[config.mk]
export PLATFORM = sky130hd
export DESIGN_NAME = plru4_repl
export DESIGN_NICKNAME = d
export VERILOG_FILES = /design/src/rtl/plru4_repl.sv
export SDC_FILE = /design/constraint.sdc
export NUM_CORES = 1
export LEC_CHECK = 0
export BUFFER_PORTS_ARGS = -buffer_cell sky130_fd_sc_hd__buf_2
export CAP_MARGIN = 20
export CORE_MARGIN = 5
export CORE_UTILIZATION = 60
export DETAILED_ROUTE_END_ITERATION = 12
export PLACE_DENSITY = 0.79
export SYNTH_ARGS = -nofsm -noshare
export SYNTH_HDL_FRONTEND = slang
export SYNTH_SLANG_ARGS = --single-unit
[constraint.sdc]
create_clock -name clk -period 2.3 [get_ports clk]
set_input_delay 0.345 -clock clk [delete_from_list [all_inputs] [get_ports clk]]
set_output_delay 0.345 -clock clk [all_outputs]
set_load 0.01 [all_outputs]
[src/rtl/plru4_repl.sv]
module plru4_repl #(
  parameter int SETS  = 16,
  parameter int IDX_W = (SETS > 1) ? $clog2(SETS) : 1
) (
  input  logic             clk,
  input  logic             rst,
  input  logic [IDX_W-1:0] lk_set,
  input  logic [3:0]       lk_valid,
  output logic [1:0]       lk_victim,
  input  logic             upd_en,
  input  logic [IDX_W-1:0] upd_set,
  input  logic [1:0]       upd_way
);

  // bit 2 = root, bit 1 = left node (ways 0/1), bit 0 = right node (ways 2/3)
  logic [2:0] tree_q [SETS];
  logic [2:0] cur, upd_old, upd_new;
  logic [1:0] tree_pick, free_pick;
  logic       any_free;

  assign cur       = tree_q[lk_set];
  assign tree_pick = cur[2] ? {1'b1, cur[0]} : {1'b0, cur[1]};
  assign any_free  = ~&lk_valid;

  always_comb begin
    free_pick = 2'd0;
    for (int w = 3; w >= 0; w--)
      if (!lk_valid[w]) free_pick = 2'(w);
  end

  assign lk_victim = any_free ? free_pick : tree_pick;

  assign upd_old = tree_q[upd_set];

  always_comb begin
    case (upd_way)
      2'd0:    upd_new = {1'b1, 1'b1, upd_old[0]};
      2'd1:    upd_new = {1'b1, 1'b0, upd_old[0]};
      2'd2:    upd_new = {1'b0, upd_old[1], 1'b1};
      default: upd_new = {1'b0, upd_old[1], 1'b0};
    endcase
  end

  always_ff @(posedge clk) begin
    if (rst) begin
      for (int s = 0; s < SETS; s++) tree_q[s] <= 3'b000;
    end else if (upd_en) begin
      tree_q[upd_set] <= upd_new;
    end
  end

endmodule


==> impl_table.tex, run 1 <==
\begin{tabular}{lr}
\hline
Metric & Value \\
\hline
\multicolumn{2}{l}{\textbf{Synth}} \\
Post-Synthesis Net Count & 239 \\
Mean post-synth cell area & 12.0 um\^{}2 \\
\#FFs+latches synth & 48 \\
Post-synthesis cell count & 222 \\
Proportion of synthesized chip area in sequential cells & 0.542 \\
Count of different cell masters after synthesis & 31 \\
Yosys warns & 0 \\
Area of the mapped netlist & 2660 um\^{}2 \\
\multicolumn{2}{l}{\textbf{Clocking}} \\
Clock root buffer master & sky130\_fd\_sc\_hd\_\_clkbuf\_8 \\
Clock buffers created by TritonCTS & 5 \\
Worst-path clk slew & 0.08 ns \\
Sink Count & 48 \\
Number of buffers inserted by hold repair at cts & 0 \\
H-Tree Depth & 2 \\
Clock tree from TritonCTS & yes \\
Buffers from clock root to sink, at most & 2 \\
\multicolumn{2}{l}{\textbf{Place}} \\
Buffers on Ports & 18 \\
Post-DP HPWL & 3.60 mm \\
GPL Wtd Cong & 0.819 \\
Number of cells in the design after placement & 281 \\
\multicolumn{2}{l}{\textbf{Global route}} \\
Global Route Usage Sum & 0.181 \\
Initial antenna violation count & 0 \\
Number of global-route vias before repair & 1711 \\
Final global-route overflow total & 0 \\
Grt met2 use & 0.281 \\
Wire length of the first global-routing pass & 8.36 mm \\
Largest net degree at the start of global routing & 50 \\
Most utilized layer in the global route result & met2 \\
Met3 Track Usage GR & 0.0390 \\
Met1 usage in global routing & 0.258 \\
\multicolumn{2}{l}{\textbf{Pwr}} \\
Cell Pwr Density & 658 nW/um\^{}2 \\
Flop pwr share & 0.529 \\
Proportion of power drawn by combinational gates & 0.115 \\
Sw Share & 0.202 \\
Maximum vdd drop & 0.351 mV \\
Share of total power in the clock network & 0.355 \\
Internal & 0.00155 W \\
P\_sw & 0.000391 W \\
Leakage power & 1.09 nW \\
\multicolumn{2}{l}{\textbf{Setup path}} \\
Worst setup EP type & output pin \\
Biggest fanout along the worst timing path & 2 \\
Startpoint kind of the worst setup timing path & flip-flop \\
Data arrival at the endpoint of the critical path & 1.95 ns \\
Worst Setup Path Type & reg -> out \\
Data required time of the critical path & 1.96 ns \\
\multicolumn{2}{l}{\textbf{STA}} \\
Number of endpoints failing setup at the final stage & 0 \\
Time the worst path needs with I/O delays and setup & 2.29 ns \\
Final total negative setup slack & 0 ns \\
RSZ-0062 raised after global routing & true \\
Worst Max-Slew Pin Slew & 0.533 ns \\
Achievable clock frequency & 0.436 GHz \\
Final Max Slew Viols & 0 \\
Final clock period utilization by the worst path & 0.998 \\
Final Hold Fails & 0 \\
Rel. slew slack & 0.644 \\
\multicolumn{2}{l}{\textbf{Detailed routing}} \\
Ratio of routed vias to standard cells & 6.08 \\
Pre-antenna DRT Iters & 4 \\
Vias after detailed routing & 1764 \\
Antenna-violating nets left & 0 \\
Drt total wl & 4.89 mm \\
Initial detailed-routing violation count & 171 \\
Number of remaining DRC errors & 0 \\
Average wire per cell in the routed design & 16.9 um \\
\multicolumn{2}{l}{\textbf{Floorplanning}} \\
Die Span Y & 76.6 um \\
Starting Density & 0.615 \\
Die outline area & 5870 um\^{}2 \\
Standard-cell rows & 24 \\
Die width & 76.6 um \\
I/O pin cnt & 19 \\
Area inside the core boundary & 4320 um\^{}2 \\
\multicolumn{2}{l}{\textbf{Finish}} \\
Post-Route Utilization & 0.681 \\
Register area & 1440 um\^{}2 \\
Biggest regs & tree\_q: 48 flops \\
Antenna diodes & 0 \\
Post-Layout Cell Count & 290 \\
Footprint of the multi-input gates & 1130 um\^{}2 \\
Area growth from synthesis to final layout & 10.7\% \\
Biggest register & tree\_q \\
Fill cells & 327 \\
Ratio of cells with drive above 1 in the final layout & 0.231 \\
Max FFs per register & 48 \\
Nets & 255 \\
\multicolumn{2}{l}{\textbf{Worst hold path}} \\
Worst hold path type & in -> reg \\
\multicolumn{2}{l}{\textbf{Status}} \\
Status & finished clean \\
\multicolumn{2}{l}{\textbf{Job}} \\
Count of max-cap constraint violations & 0 \\
\hline
\end{tabular}
[path summary, 6_finish.rpt]
path | from | to | slack [ns] | cells after the start
hold / removal | upd_set[1] | tree_q[0][0] | 0.46 | 2
setup / recovery | tree_q[13][2] | lk_victim[0] | 0.005 | 6
[Yosys cell counts]
library cell	number	share of area
sky130_fd_sc_hd__a21o_1	3	0.0085
sky130_fd_sc_hd__a31oi_1	1	0.0024
sky130_fd_sc_hd__and2_1	1	0.0024
sky130_fd_sc_hd__buf_1	3	0.0042
sky130_fd_sc_hd__buf_2	2	0.0038
sky130_fd_sc_hd__buf_6	2	0.0085
sky130_fd_sc_hd__clkbuf_1	10	0.014
sky130_fd_sc_hd__edfxtp_1	48	0.54
sky130_fd_sc_hd__inv_1	5	0.0071
sky130_fd_sc_hd__mux2_2	1	0.0042
sky130_fd_sc_hd__mux2i_1	6	0.023
sky130_fd_sc_hd__mux2i_2	2	0.010
sky130_fd_sc_hd__mux4_1	7	0.069
sky130_fd_sc_hd__mux4_2	5	0.042
sky130_fd_sc_hd__nand2_1	14	0.020
sky130_fd_sc_hd__nand2b_1	18	0.042
sky130_fd_sc_hd__nand3_1	5	0.0094
sky130_fd_sc_hd__nand4_1	1	0.0024
sky130_fd_sc_hd__nor2_1	32	0.045
sky130_fd_sc_hd__nor2b_1	4	0.0094
sky130_fd_sc_hd__nor3_1	15	0.028
sky130_fd_sc_hd__nor3_2	1	0.0038
sky130_fd_sc_hd__nor3b_1	2	0.0056
sky130_fd_sc_hd__nor3b_2	2	0.0094
sky130_fd_sc_hd__nor4_1	2	0.0047
sky130_fd_sc_hd__o21a_1	1	0.0028
sky130_fd_sc_hd__o21bai_1	13	0.037
sky130_fd_sc_hd__o221ai_1	1	0.0033
sky130_fd_sc_hd__or2_1	3	0.0071
sky130_fd_sc_hd__or2_2	11	0.026
sky130_fd_sc_hd__or4_1	1	0.0028
[layer usage]
metal  part of all wire  vias up
li1                   -      836
met1               0.44      864
met2               0.48       60
met3              0.065        4
met4              0.010        0
met5                  0        -
[layout make-up]
type / count / area share
Sequential cell: 48 / 0.490
Multi-Input combinational cell: 152 / 0.383
Timing Repair Buffer: 26 / 0.0552
Clock buffer: 5 / 0.0234
Tap cell: 52 / 0.0221
Clock inverter: 2 / 0.0204
Inverter: 5 / 0.00637
[what timing repair did]
item / CTS / global route
setup endpoints to repair: 1 / 2
setup buffers: 1 / 1
gates resized for setup: 0 / 1
pin swaps: 1 / 0
[worst max-delay path, cell delays in order, from the launching register on]
cell and delay, ns:
sky130_fd_sc_hd__edfxtp_1 0.42, sky130_fd_sc_hd__mux4_2 0.51, sky130_fd_sc_hd__mux2i_4 0.18, sky130_fd_sc_hd__mux2i_1 0.20
sky130_fd_sc_hd__o221ai_1 0.12, sky130_fd_sc_hd__nor2_1 0.10, sky130_fd_sc_hd__buf_2 0.13
[logic make-up (layout without fill, tap and decap cells)]
kind of cell,after synthesis,count (layout),share of synthesized area
multiplexers,21,21,0.149
AND/OR/NAND/NOR,112,112,0.218
AO/OA/AOI/OAI,19,19,0.0536
flip-flops,48,48,0.542
buffers and inverters,22,38,0.0376
[layout by cell type (no fill, tap or decap), drive strengths merged, types with 2 or more instances in the layout]
master  synthesis  layout
o21bai         13      13
bufinv          0       2
clkbuf         10       5
edfxtp         48      48
inv             5       5
or2            14      14
nand2b         18      18
nand3           5       5
nor4            2       2
mux2i           8       8
nor2           32      32
nor3           16      16
buf             7      26
a21o            3       3
nor3b           4       4
nand2          14      14
nor2b           4       4
mux4           12      12
[per-stage QoR]
stage,setup WS [ns],total power (W),cell area [um^2],hold WS (ns)
after detailed placement,0.0438,0.00126,2790,0.760
after global routing,-0.0669,0.00202,2940,0.458
final,0.00533,0.00194,2940,0.459
after floorplan,0.298,0.00120,2660,0.614
after CTS,-0.0242,0.00194,2930,0.446
after global placement,0.0787,0.00125,2790,0.762
[power by group through the flow]
| stage | registers, W | logic (W) | clock network, W |
|---|---|---|---|
| floorplan | 0.00103 | 0.000162 | 0 |
| global placement | 0.00105 | 0.000209 | 0 |
| detailed placement | 0.00105 | 0.000214 | 0 |
| CTS | 0.00103 | 0.000218 | 0.000696 |
| global route | 0.00103 | 0.000245 | 0.000748 |
| finish | 0.00103 | 0.000224 | 0.000688 |
Note: power is estimated with default switching activity, not from simulation.
==> run 2: changes to the inputs <==
--- a/config.mk
+++ b/config.mk
@@ -5,12 +5,13 @@
 export SDC_FILE = /design/constraint.sdc
 export NUM_CORES = 1
 export LEC_CHECK = 0
+export ABC_AREA = 1
 export BUFFER_PORTS_ARGS = -buffer_cell sky130_fd_sc_hd__buf_2
 export CAP_MARGIN = 20
 export CORE_MARGIN = 5
-export CORE_UTILIZATION = 60
+export CORE_UTILIZATION = 50
 export DETAILED_ROUTE_END_ITERATION = 12
-export PLACE_DENSITY = 0.79
+export PLACE_DENSITY = 0.68
 export SYNTH_ARGS = -nofsm -noshare
 export SYNTH_HDL_FRONTEND = slang
 export SYNTH_SLANG_ARGS = --single-unit
==> run 2 against run 1 <==
  * Global-route usage increased by 0.053 points
  * Maximum frequency grew 20%
  * Routed wire length increased by 27%
  * Die area is 29% higher
  * Core utilization down 15 points
  * Critical endpoint unchanged
  * Highest routed layer unchanged
==> impl_table.tex, run 2 <==
\begin{tabular}{lr}
\hline
Metric & Value \\
\hline
\multicolumn{2}{l}{\textbf{Floorplanning}} \\
Area inside the core boundary & 5850 um\^{}2 (was 4320 um\^{}2) \\
I/O pin cnt & 19 (unchanged) \\
Die Span Y & 86.9 um (was 76.6 um) \\
Starting Density & 0.506 (was 0.615) \\
Standard-cell rows & 28 (was 24) \\
Die outline area & 7560 um\^{}2 (was 5870 um\^{}2) \\
Die width & 86.9 um (was 76.6 um) \\
\multicolumn{2}{l}{\textbf{Clocking}} \\
Number of buffers inserted by hold repair at cts & 0 (unchanged) \\
Worst-path clk slew & 0.09 ns (was 0.08 ns) \\
Clock buffers created by TritonCTS & 5 (unchanged) \\
Total of cells resized after clock tree synthesis & 0 (unchanged) \\
Buffers from clock root to sink, at most & 2 (unchanged) \\
H-Tree Depth & 2 (unchanged) \\
Clock tree from TritonCTS & yes (unchanged) \\
Clock root buffer master & sky130\_fd\_sc\_hd\_\_clkbuf\_8 (unchanged) \\
Buffers inserted by post-CTS timing repair & 0 (was 1) \\
Sink Count & 48 (unchanged) \\
\multicolumn{2}{l}{\textbf{Synth}} \\
\#FFs+latches synth & 48 (unchanged) \\
Post-synthesis share of cell area spent on full adders, half adders and majority gates & 0 (unchanged) \\
Share of Yosys cell area claimed by the top area cell type & 0.487 (was 0.542) \\
Post-synthesis share of cell area spent on xor and xnor gates & 0 (unchanged) \\
Post-synthesis cell count & 385 (was 222) \\
Library cell with the highest instance count after synthesis & sky130\_fd\_sc\_hd\_\_nand2\_1 (was sky130\_fd\_sc\_hd\_\_edfxtp\_1) \\
Count of different cell masters after synthesis & 23 (was 31) \\
Area of the mapped netlist & 2960 um\^{}2 (was 2660 um\^{}2) \\
Mean post-synth cell area & 7.69 um\^{}2 (was 12.0 um\^{}2) \\
Number of enable-type register cells in the synthesized netlist & 48 (unchanged) \\
Async set or reset register ratio after synthesis & 0 (unchanged) \\
Mux cell area share after synthesis & 0 (was 0.149) \\
Largest family of logic cells by synthesized area & simple AND/OR/NAND/NOR gates (unchanged) \\
Biggest area contributors in the synthesized netlist & sky130\_fd\_sc\_hd\_\_edfxtp\_1 49\%, sky130\_fd\_sc\_hd\_\_nand2\_1 13\%, sky130\_fd\_sc\_hd\_\_inv\_1 7.4\% (was sky130\_fd\_sc\_hd\_\_edfxtp\_1 54\%, sky130\_fd\_sc\_hd\_\_mux4\_1 6.9\%, sky130\_fd\_sc\_hd\_\_nor2\_1 4.5\%) \\
Ranking of synthesized cells by instance count & 105 x sky130\_fd\_sc\_hd\_\_nand2\_1, 58 x sky130\_fd\_sc\_hd\_\_inv\_1, 56 x sky130\_fd\_sc\_hd\_\_nor2\_1, 48 x sky130\_fd\_sc\_hd\_\_edfxtp\_1, 27 x sky130\_fd\_sc\_hd\_\_nand3\_1 (was 48 x sky130\_fd\_sc\_hd\_\_edfxtp\_1, 32 x sky130\_fd\_sc\_hd\_\_nor2\_1, 18 x sky130\_fd\_sc\_hd\_\_nand2b\_1, 15 x sky130\_fd\_sc\_hd\_\_nor3\_1, 14 x sky130\_fd\_sc\_hd\_\_nand2\_1) \\
Most used DFF post-synth & sky130\_fd\_sc\_hd\_\_edfxtp\_1 (unchanged) \\
Yosys warns & 0 (unchanged) \\
Proportion of synthesized chip area in sequential cells & 0.487 (was 0.542) \\
Synthesized-area fraction occupied by and/or/nand/nor cells & 0.328 (was 0.218) \\
Post-Synthesis Net Count & 402 (was 239) \\
Cell type with the largest total area after synthesis & sky130\_fd\_sc\_hd\_\_edfxtp\_1 (unchanged) \\
Compound-Gate Fraction of Synth Area & 0.0575 (was 0.0536) \\
\multicolumn{2}{l}{\textbf{STA}} \\
Rel. slew slack & 0.706 (was 0.644) \\
Final clock period utilization by the worst path & 0.832 (was 0.998) \\
Final Max Slew Viols & 0 (unchanged) \\
Worst Max-Slew Pin Slew & 0.441 ns (was 0.533 ns) \\
Achievable clock frequency & 0.522 GHz (was 0.436 GHz) \\
Time the worst path needs with I/O delays and setup & 1.91 ns (was 2.29 ns) \\
Final total negative setup slack & 0 ns (unchanged) \\
Number of endpoints failing setup at the final stage & 0 (unchanged) \\
Final Hold Fails & 0 (unchanged) \\
RSZ-0062 raised after global routing & false (was true) \\
Worst-case setup margin in the final layout & 0.386 ns (was 0.00533 ns) \\
\multicolumn{2}{l}{\textbf{Global route}} \\
Final global-route overflow total & 0 (unchanged) \\
Initial antenna violation count & 0 (unchanged) \\
Number of global-route vias before repair & 2153 (was 1711) \\
Wire length of the first global-routing pass & 10.6 mm (was 8.36 mm) \\
Largest net degree at the start of global routing & 49 (was 50) \\
Global Route Usage Sum & 0.181 (about the same) \\
\multicolumn{2}{l}{\textbf{Pwr}} \\
Leakage power & 1.41 nW (was 1.09 nW) \\
Cell Pwr Density & 555 nW/um\^{}2 (was 658 nW/um\^{}2) \\
Maximum vdd drop & 0.236 mV (was 0.351 mV) \\
Total power of the final layout & 0.00173 W (was 0.00194 W) \\
\multicolumn{2}{l}{\textbf{Job}} \\
Count of max-cap constraint violations & 0 (unchanged) \\
\multicolumn{2}{l}{\textbf{Worst hold path}} \\
Worst hold path type & in -> reg (unchanged) \\
Worst hold path startpoint & upd\_way[0] (was upd\_set[1]) \\
\multicolumn{2}{l}{\textbf{Finish}} \\
Biggest register & tree\_q (unchanged) \\
Most used cells in the layout excluding fill and tap cells & 105 x sky130\_fd\_sc\_hd\_\_nand2\_1, 58 x sky130\_fd\_sc\_hd\_\_inv\_1, 56 x sky130\_fd\_sc\_hd\_\_nor2\_1 (was 48 x sky130\_fd\_sc\_hd\_\_edfxtp\_1, 32 x sky130\_fd\_sc\_hd\_\_nor2\_1, 18 x sky130\_fd\_sc\_hd\_\_nand2b\_1, 18 x sky130\_fd\_sc\_hd\_\_buf\_2, 15 x sky130\_fd\_sc\_hd\_\_nor3\_1) \\
Most frequent standard cell in the layout excluding fill and tap cells & sky130\_fd\_sc\_hd\_\_nand2\_1 (was sky130\_fd\_sc\_hd\_\_edfxtp\_1) \\
Max FFs per register & 48 (unchanged) \\
Register area & 1440 um\^{}2 (unchanged) \\
Biggest regs & tree\_q: 48 flops (unchanged) \\
Post-Layout Cell Count & 469 (was 290) \\
Ratio of cells with drive above 1 in the final layout & 0.147 (was 0.231) \\
Nets & 411 (was 255) \\
Fill cells & 580 (was 327) \\
Area growth from synthesis to final layout & 5.58\% (was 10.7\%) \\
Antenna diodes & 0 (unchanged) \\
Footprint of the multi-input gates & 1140 um\^{}2 (was 1130 um\^{}2) \\
\multicolumn{2}{l}{\textbf{Detailed routing}} \\
Number of remaining DRC errors & 0 (unchanged) \\
Drt total wl & 6.20 mm (was 4.89 mm) \\
Ratio of routed vias to standard cells & 4.97 (was 6.08) \\
Vias after detailed routing & 2331 (was 1764) \\
Average wire per cell in the routed design & 13.2 um (was 16.9 um) \\
Pre-antenna DRT Iters & 4 (unchanged) \\
Initial detailed-routing violation count & 180 (was 171) \\
Antenna-violating nets left & 0 (unchanged) \\
\multicolumn{2}{l}{\textbf{Place}} \\
Buffers on Ports & 18 (unchanged) \\
Pre-CTS setup slack & 0.368 ns (was 0.0438 ns) \\
GPL Wtd Cong & 0.839 (was 0.819) \\
Post-DP HPWL & 4.48 mm (was 3.60 mm) \\
Number of cells in the design after placement & 462 (was 281) \\
\multicolumn{2}{l}{\textbf{Status}} \\
Status & finished clean (unchanged) \\
\multicolumn{2}{l}{\textbf{Setup path}} \\
Worst Setup SP & lk\_set[1] (was tree\_q[13][2]) \\
Data required time of the critical path & 1.96 ns (about the same) \\
Biggest fanout along the worst timing path & 12 (was 2) \\
Worst Setup Path Type & in -> out (was reg -> out) \\
Startpoint kind of the worst setup timing path & primary input (was flip-flop) \\
Data arrival at the endpoint of the critical path & 1.57 ns (was 1.95 ns) \\
Worst setup EP type & output pin (unchanged) \\
\hline
\end{tabular}
run 2: cell types whose count changed after synthesis, moves of 10 or more:
cell                       previous run  this run
sky130_fd_sc_hd__nor2_1              32        56
sky130_fd_sc_hd__inv_1                5        58
sky130_fd_sc_hd__nand2b_1            18         0
sky130_fd_sc_hd__nor3_1              15         3
sky130_fd_sc_hd__o21ai_0              0        26
sky130_fd_sc_hd__nand2_1             14       105
sky130_fd_sc_hd__or2_2               11         1
sky130_fd_sc_hd__nand3_1              5        27
sky130_fd_sc_hd__o21bai_1            13         0
run 2: logic make-up (layout without fill, tap and decap cells):
group,count (synthesis),after routing
compound gates,34,34
buf+inv,86,95
flops,48,48
simple gates,217,217
run 2: final timing paths:
path | end | slack, ns | cells past startpoint
max | lk_victim[0] | 0.39 | 12
min | tree_q[2][1] | 0.45 | 2
run 2: report_power, final:
part	switching, W	internal, W
clock	0.000264	0.000201
sequential	0.0000145	0.00101
combinational	0.000170	0.0000774
total	0.000449	0.00129
run 2: routing by layer:
metal | vias to the layer above | part of all wire | global-route usage
met5 | - | 0 | 0
li1 | 1212 | - | -
met1 | 1051 | 0.48 | 0.264
met2 | 61 | 0.46 | 0.273
met4 | 0 | 0.015 | 0.0623
met3 | 7 | 0.047 | 0.0284
run 2: worst max-delay path, cell delays in order:
cell and delay (ns):
sky130_fd_sc_hd__buf_2 0.11, sky130_fd_sc_hd__inv_1 0.32, sky130_fd_sc_hd__nand3_1 0.18, sky130_fd_sc_hd__nand2_1 0.11, sky130_fd_sc_hd__nand2_1 0.05, sky130_fd_sc_hd__nand2_1 0.07, sky130_fd_sc_hd__nand2_1 0.05, sky130_fd_sc_hd__nand3_1 0.06
sky130_fd_sc_hd__nand2_1 0.05, sky130_fd_sc_hd__nand2_1 0.05, sky130_fd_sc_hd__nand2_1 0.04, sky130_fd_sc_hd__buf_2 0.13
run 2: layout make-up:
| type | instances | area share |
|---|---|---|
| Sequential cell | 48 | 0.461 |
| Multi-Input combinational cell | 251 | 0.365 |
| Inverter | 66 | 0.0809 |
| Timing Repair Buffer | 22 | 0.0384 |
| Tap cell | 75 | 0.0300 |
| Clock buffer | 5 | 0.0220 |
| Clock inverter | 2 | 0.00240 |
run 2: metrics by stage:
step / cell area (um^2) / hold slack [ns] / utilization
after floorplan: 2960 / 0.657 / -
after global placement: 3050 / 0.746 / 0.521
after detailed placement: 3050 / 0.753 / 0.521
after CTS: 3130 / 0.436 / 0.534
after global routing: 3130 / 0.440 / 0.534
final: 3130 / 0.447 / 0.534
==> run 3: changes to the inputs <==
--- a/config.mk
+++ b/config.mk
@@ -11,7 +11,7 @@
 export CORE_MARGIN = 5
 export CORE_UTILIZATION = 50
 export DETAILED_ROUTE_END_ITERATION = 12
-export PLACE_DENSITY = 0.68
+export PLACE_DENSITY = 0.7
 export SYNTH_ARGS = -nofsm -noshare
 export SYNTH_HDL_FRONTEND = slang
 export SYNTH_SLANG_ARGS = --single-unit
==> constraint.sdc (replaced) <==
create_clock -name clk -period 1.6 [get_ports clk]
set_input_delay 0.24 -clock clk [delete_from_list [all_inputs] [get_ports clk]]
set_output_delay 0.24 -clock clk [all_outputs]
set_load 0.01 [all_outputs]
==> run 3 against run 2 <==
  * The run now ends with setup timing left
  * Routed wire length decreased by 3.9%
  * Combinational power increased by 50%
  * Setup slack worse by 0.52 ns
  * Core utilization up 1.5 points
  * Design area rose by 2.9%
  * First-iteration DRC count fell by 22%
  * Total power is 55% higher
  * Worst hold slack worse by 0.060 ns
  * Cell count increased by 1.1%
  * Die area unchanged
  * Non-clock buffer count is 4 higher
  * Critical endpoint is now lk_victim[1]
==> impl_table.tex, run 3 (synthesis gave the netlist of run 2 again) <==
\begin{tabular}{lr}
\hline
Metric & Value \\
\hline
\multicolumn{2}{l}{\textbf{Detailed routing}} \\
Initial detailed-routing violation count & 140 (was 180) \\
Antenna-violating nets left & 0 (unchanged) \\
Vias after detailed routing & 2361 (was 2331) \\
Average wire per cell in the routed design & 12.6 um (was 13.2 um) \\
Drt total wl & 5.96 mm (was 6.20 mm) \\
Ratio of routed vias to standard cells & 4.98 (was 4.97) \\
Pre-antenna DRT Iters & 4 (unchanged) \\
Number of remaining DRC errors & 0 (unchanged) \\
\multicolumn{2}{l}{\textbf{Global route}} \\
Largest net degree at the start of global routing & 49 (unchanged) \\
Wire length of the first global-routing pass & 10.4 mm (was 10.6 mm) \\
Final global-route overflow total & 0 (unchanged) \\
Global Route Usage Sum & 0.173 (was 0.181) \\
Initial antenna violation count & 0 (unchanged) \\
Number of global-route vias before repair & 2220 (was 2153) \\
\multicolumn{2}{l}{\textbf{Floorplanning}} \\
Die outline area & 7560 um\^{}2 (unchanged) \\
Die Span Y & 86.9 um (unchanged) \\
Starting Density & 0.506 (unchanged) \\
Area inside the core boundary & 5850 um\^{}2 (unchanged) \\
Die width & 86.9 um (unchanged) \\
I/O pin cnt & 19 (unchanged) \\
Standard-cell rows & 28 (unchanged) \\
\multicolumn{2}{l}{\textbf{Pwr}} \\
Flop pwr share & 0.547 (was 0.589) \\
Maximum vdd drop & 0.410 mV (was 0.236 mV) \\
Cell Pwr Density & 837 nW/um\^{}2 (was 555 nW/um\^{}2) \\
Internal & 0.00203 W (was 0.00129 W) \\
Sw Share & 0.246 (was 0.259) \\
Leakage power & 1.46 nW (was 1.41 nW) \\
Share of total power in the clock network & 0.316 (was 0.268) \\
Proportion of power drawn by combinational gates & 0.137 (was 0.142) \\
P\_sw & 0.000662 W (was 0.000449 W) \\
\multicolumn{2}{l}{\textbf{STA}} \\
Worst hold-check slack & 0.387 ns (was 0.447 ns) \\
RSZ-0062 raised after global routing & true (was false) \\
Final Hold Fails & 0 (unchanged) \\
Final Max Slew Viols & 0 (unchanged) \\
Rel. slew slack & 0.748 (was 0.706) \\
Number of endpoints failing setup at the final stage & 2 (was 0) \\
Final clock period utilization by the worst path & 1.08 \\
Time the worst path needs with I/O delays and setup & 1.73 ns \\
Worst-case setup margin in the final layout & -0.131 ns (was 0.386 ns) \\
Worst Max-Slew Pin Slew & 0.377 ns (was 0.441 ns) \\
Achievable clock frequency & 0.578 GHz \\
\multicolumn{2}{l}{\textbf{Setup path}} \\
Biggest fanout along the worst timing path & 2 (was 12) \\
Data required time of the critical path & 1.36 ns (was 1.96 ns) \\
Data arrival at the endpoint of the critical path & 1.49 ns (was 1.57 ns) \\
Worst Setup Path Type & reg -> out (was in -> out) \\
Worst setup EP type & output pin (unchanged) \\
Startpoint kind of the worst setup timing path & flip-flop (was primary input) \\
\multicolumn{2}{l}{\textbf{Finish}} \\
Nets & 415 (was 411) \\
Post-Route Utilization & 0.550 (was 0.534) \\
Ratio of cells with drive above 1 in the final layout & 0.160 (was 0.147) \\
Antenna diodes & 0 (unchanged) \\
Biggest regs & tree\_q: 48 flops (unchanged) \\
Footprint of the multi-input gates & 1150 um\^{}2 (was 1140 um\^{}2) \\
Register area & 1440 um\^{}2 (unchanged) \\
Max FFs per register & 48 (unchanged) \\
Most used cells in the layout excluding fill and tap cells & 105 x sky130\_fd\_sc\_hd\_\_nand2\_1, 58 x sky130\_fd\_sc\_hd\_\_inv\_1, 56 x sky130\_fd\_sc\_hd\_\_nor2\_1 (unchanged) \\
Most frequent standard cell in the layout excluding fill and tap cells & sky130\_fd\_sc\_hd\_\_nand2\_1 (unchanged) \\
Biggest register & tree\_q (unchanged) \\
Area growth from synthesis to final layout & 8.62\% (was 5.58\%) \\
Fill cells & 555 (was 580) \\
\multicolumn{2}{l}{\textbf{Status}} \\
Status & finished, violations left (was finished clean) \\
Violated checks & setup timing \\
\multicolumn{2}{l}{\textbf{Worst hold path}} \\
Worst hold path type & in -> reg (unchanged) \\
\multicolumn{2}{l}{\textbf{Clocking}} \\
Clock tree from TritonCTS & yes (unchanged) \\
Clock root buffer master & sky130\_fd\_sc\_hd\_\_clkbuf\_8 (unchanged) \\
Buffers from clock root to sink, at most & 2 (unchanged) \\
Sink Count & 48 (unchanged) \\
Clock buffers created by TritonCTS & 5 (unchanged) \\
H-Tree Depth & 2 (unchanged) \\
Worst-path clk slew & 0.08 ns (was 0.09 ns) \\
\multicolumn{2}{l}{\textbf{Job}} \\
Count of max-cap constraint violations & 0 (unchanged) \\
\multicolumn{2}{l}{\textbf{Place}} \\
Buffers on Ports & 18 (unchanged) \\
GPL Wtd Cong & 0.817 (was 0.839) \\
Pre-CTS setup slack & -0.0103 ns (was 0.368 ns) \\
Post-DP HPWL & 4.41 mm (was 4.48 mm) \\
\hline
\end{tabular}
## run 3: cell types whose count changed in the layout (fill, tap and decap cells not counted), sizes merged
cell / previous run / this run
buf: 22 / 26
bufinv: 0 / 1
## run 3: path summary, 6_finish.rpt
| path | startpoint | endpoint | slack [ns] | cells after the start |
|---|---|---|---|---|
| hold / removal | upd_en | tree_q[1][2] | 0.39 | 3 |
| setup / recovery | tree_q[1][2] | lk_victim[1] | -0.13 | 11 |
## run 3: repair_timing
action	4_1_cts	5_1_grt
hold buffers	0	0
resized for setup	1	0
setup endpoints to repair	2	2
buffers inserted	0	0
pin swaps	3	1
## run 3: cell type report
class / count / area share
sequential: 48 / 0.448
multi-input combinational: 251 / 0.356
inverter: 66 / 0.0786
timing repair buffer: 26 / 0.0545
tap: 75 / 0.0292
clock buffer: 5 / 0.0214
clock inverter: 3 / 0.0117
## run 3: through the flow
stage / cells / power, W / instance area, um^2 / setup TNS, ns
3_3_place_gp: 466 / 0.00186 / 3100 / 0
3_5_place_dp: 466 / 0.00187 / 3100 / -0.0103
4_1_cts: 474 / 0.00270 / 3220 / -0.266
6_report: 474 / 0.00269 / 3220 / -0.254
5_1_grt: 474 / 0.00282 / 3220 / -0.550
2_1_floorplan: 385 / 0.00177 / 2960 / 0
## run 3: critical path: stages, from the launching register on
cell and delay [ns]:
sky130_fd_sc_hd__edfxtp_1 0.42, sky130_fd_sc_hd__inv_1 0.08, sky130_fd_sc_hd__nand2_1 0.06, sky130_fd_sc_hd__nand3_2 0.07, sky130_fd_sc_hd__nand2_1 0.06, sky130_fd_sc_hd__nand2_1 0.05, sky130_fd_sc_hd__nand2_1 0.07, sky130_fd_sc_hd__nand2_1 0.06
sky130_fd_sc_hd__o21ai_1 0.06, sky130_fd_sc_hd__nor2_1 0.10, sky130_fd_sc_hd__nor2_1 0.04, sky130_fd_sc_hd__buf_2 0.13
## run 3: layer usage
layer	track usage	vias up	wire, um
li1	-	1220	-
met1	0.254	1082	2950
met2	0.261	53	2630
met3	0.0284	6	282
met4	0.0538	0	87
met5	0	-	0
## run 3: power groups by stage
stage               sequential, W  combinational (W)  clock [W]
global route              0.00148           0.000427   0.000911
CTS                       0.00147           0.000371   0.000858
global placement          0.00150           0.000365          0
detailed placement        0.00150           0.000367          0
finish                    0.00147           0.000370   0.000850
floorplan                 0.00149           0.000277          0
